--- src/rtl/adm_pkg.sv ---
// Shared sizing constants for the block admission unit.
package adm_pkg;
    localparam int LANES             = 8;
    localparam int LANE_REGS         = 1024;
    localparam int WARP_SIZE         = 32;
    localparam int MAX_BLOCK_THREADS = 512;
    localparam int MAX_WARPS         = 24;
    localparam int THR_W             = 10;
    localparam int REG_W             = 8;
endpackage

--- src/rtl/adm_sizer.sv ---
// adm_sizer: turns a thread count and per-thread register need into a warp
// count and a register demand. Purely combinational.
// Assumes WARP_SIZE is a power of two and THR_W > log2(WARP_SIZE).
module adm_sizer #(
    parameter int THR_W     = 10,
    parameter int REG_W     = 8,
    parameter int WARP_SIZE = 32,
    localparam int WARP_LOG = $clog2(WARP_SIZE),
    localparam int WC_W     = THR_W - WARP_LOG + 1,
    localparam int DEM_W    = WC_W + WARP_LOG + REG_W
) (
    input  logic [THR_W-1:0] threads,
    input  logic [REG_W-1:0] regs,
    output logic [WC_W-1:0]  warps,
    output logic [DEM_W-1:0] demand
);
    logic [THR_W:0] rounded;

    // Round threads up to whole warps, then charge every slot of those warps.
    always_comb begin
        rounded = {1'b0, threads} + (THR_W+1)'(WARP_SIZE - 1);
        warps   = rounded[THR_W:WARP_LOG];
        demand  = DEM_W'({warps, {WARP_LOG{1'b0}}}) * DEM_W'(regs);
    end
endmodule

--- src/rtl/adm_stack.sv ---
// adm_stack: last-in-first-out record of resident blocks (base, warps).
// Assumes the caller never pushes beyond DEPTH and never pushes and pops
// in the same cycle; a pop on an empty stack is dropped here.
module adm_stack #(
    parameter int DEPTH = 24,
    parameter int BW    = 14,
    parameter int WW    = 5,
    localparam int CW   = $clog2(DEPTH + 1),
    localparam int AW   = (DEPTH > 1) ? $clog2(DEPTH) : 1
) (
    input  logic          clk,
    input  logic          rst_n,
    input  logic          push,
    input  logic [BW-1:0] push_base,
    input  logic [WW-1:0] push_warps,
    input  logic          pop,
    output logic          empty,
    output logic [BW-1:0] top_base,
    output logic [WW-1:0] top_warps
);
    logic [BW-1:0] ent_base  [DEPTH];
    logic [WW-1:0] ent_warps [DEPTH];
    logic [CW-1:0] cnt;
    logic [CW-1:0] top_idx;
    logic          pop_en;

    assign empty   = (cnt == '0);
    assign pop_en  = pop && !empty;
    assign top_idx = cnt - 1'b1;

    // Present the newest record; meaningful only when not empty.
    always_comb begin
        top_base  = '0;
        top_warps = '0;
        if (!empty) begin
            top_base  = ent_base[top_idx[AW-1:0]];
            top_warps = ent_warps[top_idx[AW-1:0]];
        end
    end

    // Track the number of resident records.
    always_ff @(posedge clk) begin
        if (!rst_n)      cnt <= '0;
        else if (push)   cnt <= cnt + 1'b1;
        else if (pop_en) cnt <= cnt - 1'b1;
    end

    genvar g;
    generate
        for (g = 0; g < DEPTH; g++) begin : g_ent
            // Each slot captures a record when it is the next free slot.
            always_ff @(posedge clk) begin
                if (!rst_n) begin
                    ent_base[g]  <= '0;
                    ent_warps[g] <= '0;
                end else if (push && cnt == CW'(g)) begin
                    ent_base[g]  <= push_base;
                    ent_warps[g] <= push_warps;
                end
            end
        end
    endgenerate

    a_r8_push_pop_excl: assert property (@(posedge clk) disable iff (!rst_n)
        !(push && pop));
    a_r7_empty_pop_ignored: assert property (@(posedge clk) disable iff (!rst_n)
        (pop && empty && !push) |=> (cnt == '0));
    a_r5_depth_bound: assert property (@(posedge clk) disable iff (!rst_n)
        cnt <= CW'(DEPTH));
endmodule

--- src/rtl/adm_unit.sv ---
// adm_unit: admits thread blocks onto one multiprocessor against a register
// budget and a warp-slot budget, granting contiguous register ranges from a
// bump pointer and returning them newest-first on release.
// Assumes one request per cycle at most; a request colliding with a release
// is rejected.
module adm_unit #(
    parameter int LANES             = adm_pkg::LANES,
    parameter int LANE_REGS         = adm_pkg::LANE_REGS,
    parameter int WARP_SIZE         = adm_pkg::WARP_SIZE,
    parameter int MAX_BLOCK_THREADS = adm_pkg::MAX_BLOCK_THREADS,
    parameter int MAX_WARPS         = adm_pkg::MAX_WARPS,
    parameter int THR_W             = adm_pkg::THR_W,
    parameter int REG_W             = adm_pkg::REG_W,
    localparam int REG_TOTAL        = LANES * LANE_REGS,
    localparam int PW               = $clog2(REG_TOTAL + 1),
    localparam int WW               = $clog2(MAX_WARPS + 1)
) (
    input  logic             clk,
    input  logic             rst_n,
    input  logic             req_valid,
    input  logic [THR_W-1:0] req_threads,
    input  logic [REG_W-1:0] req_regs,
    input  logic             rel_valid,
    output logic             resp_valid,
    output logic             resp_accept,
    output logic [PW-1:0]    resp_base,
    output logic [WW-1:0]    resp_warps
);
    localparam int WARP_LOG = $clog2(WARP_SIZE);
    localparam int WC_W     = THR_W - WARP_LOG + 1;
    localparam int DEM_W    = WC_W + WARP_LOG + REG_W;

    logic [WC_W-1:0]  blk_warps;
    logic [DEM_W-1:0] blk_demand;
    logic [PW-1:0]    ptr;
    logic [WW-1:0]    used;
    logic             stk_empty;
    logic [PW-1:0]    top_base;
    logic [WW-1:0]    top_warps;
    logic             admit;
    logic             retire;

    adm_sizer #(.THR_W(THR_W), .REG_W(REG_W), .WARP_SIZE(WARP_SIZE)) u_sizer (
        .threads (req_threads),
        .regs    (req_regs),
        .warps   (blk_warps),
        .demand  (blk_demand)
    );

    adm_stack #(.DEPTH(MAX_WARPS), .BW(PW), .WW(WW)) u_stack (
        .clk        (clk),
        .rst_n      (rst_n),
        .push       (admit),
        .push_base  (ptr),
        .push_warps (blk_warps[WW-1:0]),
        .pop        (rel_valid),
        .empty      (stk_empty),
        .top_base   (top_base),
        .top_warps  (top_warps)
    );

    // Admission decision against all limits.
    always_comb begin
        admit = req_valid && !rel_valid
             && (req_threads != '0) && (req_regs != '0)
             && (32'(req_threads) <= MAX_BLOCK_THREADS)
             && (32'(blk_demand) <= REG_TOTAL - 32'(ptr))
             && (32'(blk_warps) <= MAX_WARPS - 32'(used));
        retire = rel_valid && !stk_empty;
    end

    // Bump pointer and warp occupancy.
    always_ff @(posedge clk) begin
        if (!rst_n) begin
            ptr  <= '0;
            used <= '0;
        end else if (retire) begin
            ptr  <= top_base;
            used <= used - top_warps;
        end else if (admit) begin
            ptr  <= ptr + PW'(blk_demand);
            used <= used + WW'(blk_warps);
        end
    end

    // Registered response one cycle after the request.
    always_ff @(posedge clk) begin
        if (!rst_n) begin
            resp_valid  <= 1'b0;
            resp_accept <= 1'b0;
            resp_base   <= '0;
            resp_warps  <= '0;
        end else begin
            resp_valid  <= req_valid;
            resp_accept <= admit;
            resp_base   <= admit ? ptr : '0;
            resp_warps  <= admit ? WW'(blk_warps) : '0;
        end
    end

    a_r9_resp_follows_req: assert property (@(posedge clk) disable iff (!rst_n)
        req_valid |=> resp_valid);
    a_r9_no_spurious_resp: assert property (@(posedge clk) disable iff (!rst_n)
        !req_valid |=> !resp_valid);
    a_r9_reject_zeroes: assert property (@(posedge clk) disable iff (!rst_n)
        (resp_valid && !resp_accept) |-> (resp_base == '0 && resp_warps == '0));
    a_r2_zero_reject: assert property (@(posedge clk) disable iff (!rst_n)
        (req_valid && (req_threads == '0 || req_regs == '0)) |=> !resp_accept);
    a_r3_oversize_reject: assert property (@(posedge clk) disable iff (!rst_n)
        (req_valid && 32'(req_threads) > MAX_BLOCK_THREADS) |=> !resp_accept);
    a_r8_collide_reject: assert property (@(posedge clk) disable iff (!rst_n)
        (req_valid && rel_valid) |=> !resp_accept);
    a_r4_ptr_bound: assert property (@(posedge clk) disable iff (!rst_n)
        32'(ptr) <= REG_TOTAL);
    a_r5_warp_cap: assert property (@(posedge clk) disable iff (!rst_n)
        32'(used) <= MAX_WARPS);
    a_r10_reject_keeps_ptr: assert property (@(posedge clk) disable iff (!rst_n)
        (req_valid && !rel_valid && !admit) |=> $stable(ptr));
endmodule

--- config.mk ---
export PLATFORM = sky130hd
export DESIGN_NAME = adm_unit
export DESIGN_NICKNAME = d
export VERILOG_FILES = /design/src/rtl/adm_pkg.sv /design/src/rtl/adm_sizer.sv /design/src/rtl/adm_stack.sv /design/src/rtl/adm_unit.sv
export SDC_FILE = /design/constraint.sdc
export NUM_CORES = 1
export LEC_CHECK = 0
export ABC_AREA = 1
export BUFFER_PORTS_ARGS = -buffer_cell sky130_fd_sc_hd__buf_2
export CAP_MARGIN = 20
export CORE_UTILIZATION = 31
export CTS_CLUSTER_SIZE = 14
export DETAILED_ROUTE_END_ITERATION = 8
export PLACE_DENSITY_LB_ADDON = 0.05
export SLEW_MARGIN = 20
export SYNTH_ARGS = -nofsm -noshare
export SYNTH_HDL_FRONTEND = slang
export SYNTH_SLANG_ARGS = --single-unit
--- constraint.sdc ---
create_clock -name clk -period 9.08 [get_ports clk]
set_clock_uncertainty 0.05 [all_clocks]
set_input_delay 0.908 -clock clk [delete_from_list [all_inputs] [get_ports clk]]
set_output_delay 0.908 -clock clk [all_outputs]
set_load 0.01 [all_outputs]
==> run metrics <==
Num CTS Buffers about 60; FILL cells between 8,000 and 9,000; worst slew pin tran about 1300 ps; P_leak 10.83 nW; fin area between 20,000 and 30,000 um2; Fin. Hold Viols 0; Synth top area share a little over half; unrepaired setup endpoints after global routing no; slowest stage delay, CP approximately 740 ps; total track usage between 20% and 30%; ys flop type edfxtp_1; ys async rst share 0%; nets ~2,700; PostCTS Resize Cnt 0; CTS Sinks approximately 500; Port Buffer Count 42; hold buffers post-CTS 0; largest net degree at the start of global routing around 140; Buf/Inv on CP 3; Post-Route WL around 94,000 um; WS Path Type in -> reg; syn nets about 2,800; PD cells roughly 320 nW/um2; IO Pins between 40 and 50; Setup TNS Final 0 ps; number of synthesized flops with an enable pin 456; Worst IR Drop VDD 0.1828 mV; Ys Warns 0; Syn Std Cell Area between 20,000 and 30,000 um2; Final Wtd Congestion about 0.83; Worst Path Required around 9300 ps; initial antenna violation count 2; Achievable Freq 0.1317 GHz; Syn Area/Cell 9.610 um2; worst endpoint data arrival time between 7000 and 8000 ps; Yosys top cell by area edfxtp_1; Placed Area 26,650 um2; CTS H-tree lvls 2; setup violators final 0; Final Max Tran Viols 0; DRC 4; sequential fraction of the synthesis area between 50% and 60%; Core Region slightly above 80,000 um2; commonest non-fill, non-tap cell in the layout nand2_1; CP Capture Type flop; routed via count 19,263; drt first pass iters 7; cells after synthesis ~2,600; failing checks DRC; first-pass GRT wire length approximately 140,000 um; effective utilization at floorplan 31.43%; TritonCTS clock tree done; Die Y around 290 um; WL per Instance approximately 25 um; Logic pwr share 44.4%; DPL Wire Length 59,620 um; Cells after DPL roughly 3,600; Tightest Hold Check Type in -> reg; outcome complete, but fails checks; Clock Pin Slew Worst Setup and Hold Paths ~60 ps; chip width between 200 and 300 um; Hold Worst Slack around 420 ps; Final min period 7593 ps; Internal approximately 5.0 mW; Post-CTS Setup Bufs 0; non-filler instance count after layout 3,716; Tot Pwr roughly 9.0 mW; commonest cells after routing, fill and taps aside 582 x nand2_1, 456 x nor2_1, 456 x edfxtp_1, 192 x a21oi_1, 146 x inv_1; vias in the first global route between 15,000 and 20,000; total gr overflow 0; synth top area cells edfxtp_1 54%, nand2_1 8.6%, nor2_1 6.8%, a21oi_1 3.8%, dfxtp_1 3.5%; final worst path period share approximately 84%; cell mode on critical path nand2_1; sw frac between 40 and 50%; Worst path top cell family by delay simple AND/OR/NAND/NOR gates; share of layout cells above drive strength 1 between 10% and 20%; diode count 0; CTS max path bufs 3; Seq cells post-synth about 500; Max-slew headroom roughly 15%; clk root buf clkbuf_16; Clk network pwr share between 20% and 30%; Slowest-stage cell, CP nand2_1; die area about 83,000 um2; P_sw roughly 4.0 mW; ANT nets after route 0; Area Growth Syn to Fin 12.25%; initial DRC count ~1,500; DR vias/cell 5.184; CP max FO 19; sequential share of power between 30% and 40%; Startpoint Class input port; num rows between 100 and 150; worst skew pair latency 640 ps; Max-Cap Viols 0; Distinct cells, synth 48
## cells by family (layout without fill, tap and decap cells)
group                    after synthesis  in the layout  share of synthesized area, %
buffers and inverters                358            371                         5.720
flip-flops                           501            501                         57.46
XOR/XNOR                              22             22                        0.7587
adder cells (fa/ha/maj)               88             88                         5.133
AO/OA/AOI/OAI                        390            390                         9.567
AND/OR/NAND/NOR                     1284           1284                         21.36
## layer usage
metal  routed length, um  global-route usage [%]  vias up
met2               43720                   36.73      559
met5                  27                       0        -
met4                3325                   8.108        4
met3                5636                   4.423      140
li1                    -                       -     8941
met1               41600                   30.12     9619
## sequential cells by signal, summed over array words and instances (netlist names)
signal and cells:
resp_warps 5, ptr 14, u_stack.ent_warps 120, resp_base 14
resp_valid 1, u_stack.ent_base 336, u_stack.cnt 5, used 5
resp_accept 1
## worst paths after layout
check,slack (ps),cells after the start,start,endpoint
min,420,3,req_valid,resp_valid
max,1490,37,req_threads[1],u_stack.ent_base[14][6]
max reg2reg,3480,17,u_stack.cnt[0],used[4]
min reg2reg,430,2,ptr[0],ptr[0]
## power groups by stage
stage | clock network (mW) | logic (mW) | registers, mW
after floorplan | 0 | 2.37 | 2.73
after global placement | 0 | 3.99 | 2.78
after detailed placement | 0 | 3.99 | 2.78
after CTS | 2.32 | 4.00 | 2.73
after global routing | 2.40 | 4.33 | 2.75
final | 2.27 | 4.00 | 2.73
## tightest hold or removal path, delay by kind of cell
kind	cells	cell delay [ps]
AND/OR/NAND/NOR	1	40
buffers and inverters	2	120
## Yosys cell counts, drive strengths merged, types with 8 or more instances
master  count
a32oi      17
a32o       29
inv       155
nand4       9
o311ai     13
nor3       86
nor2      477
a22oi      14
buf        88
nand3     122
xor2       14
o21ai      59
xnor2       8
a22o       15
edfxtp    456
nand2     585
dfxtp      45
ha         61
fa         27
a21oi     192
o211ai     28
clkbuf    113
## layout make-up
class	count	area [um2]	share of cell area, %
Tap cell	1060	1326	4.652
Clock inverter	28	186.4	0.6539
Sequential cell	501	14600	51.20
Multi-Input combinational cell	1784	9428	33.07
Clock buffer	80	1645	5.771
Timing Repair Buffer	106	723.2	2.537
Inverter	157	603.1	2.115
## metrics by stage
stage | utilization, % | worst slack [ps]
after detailed placement | 32.98 | 802.4
final | 35.28 | 1487
after global placement | 32.97 | 846.5
after global routing | 35.28 | 903.1
after floorplan | - | 858.8
after CTS | 35.24 | 1435
Note: power is estimated with default switching activity, not from simulation.
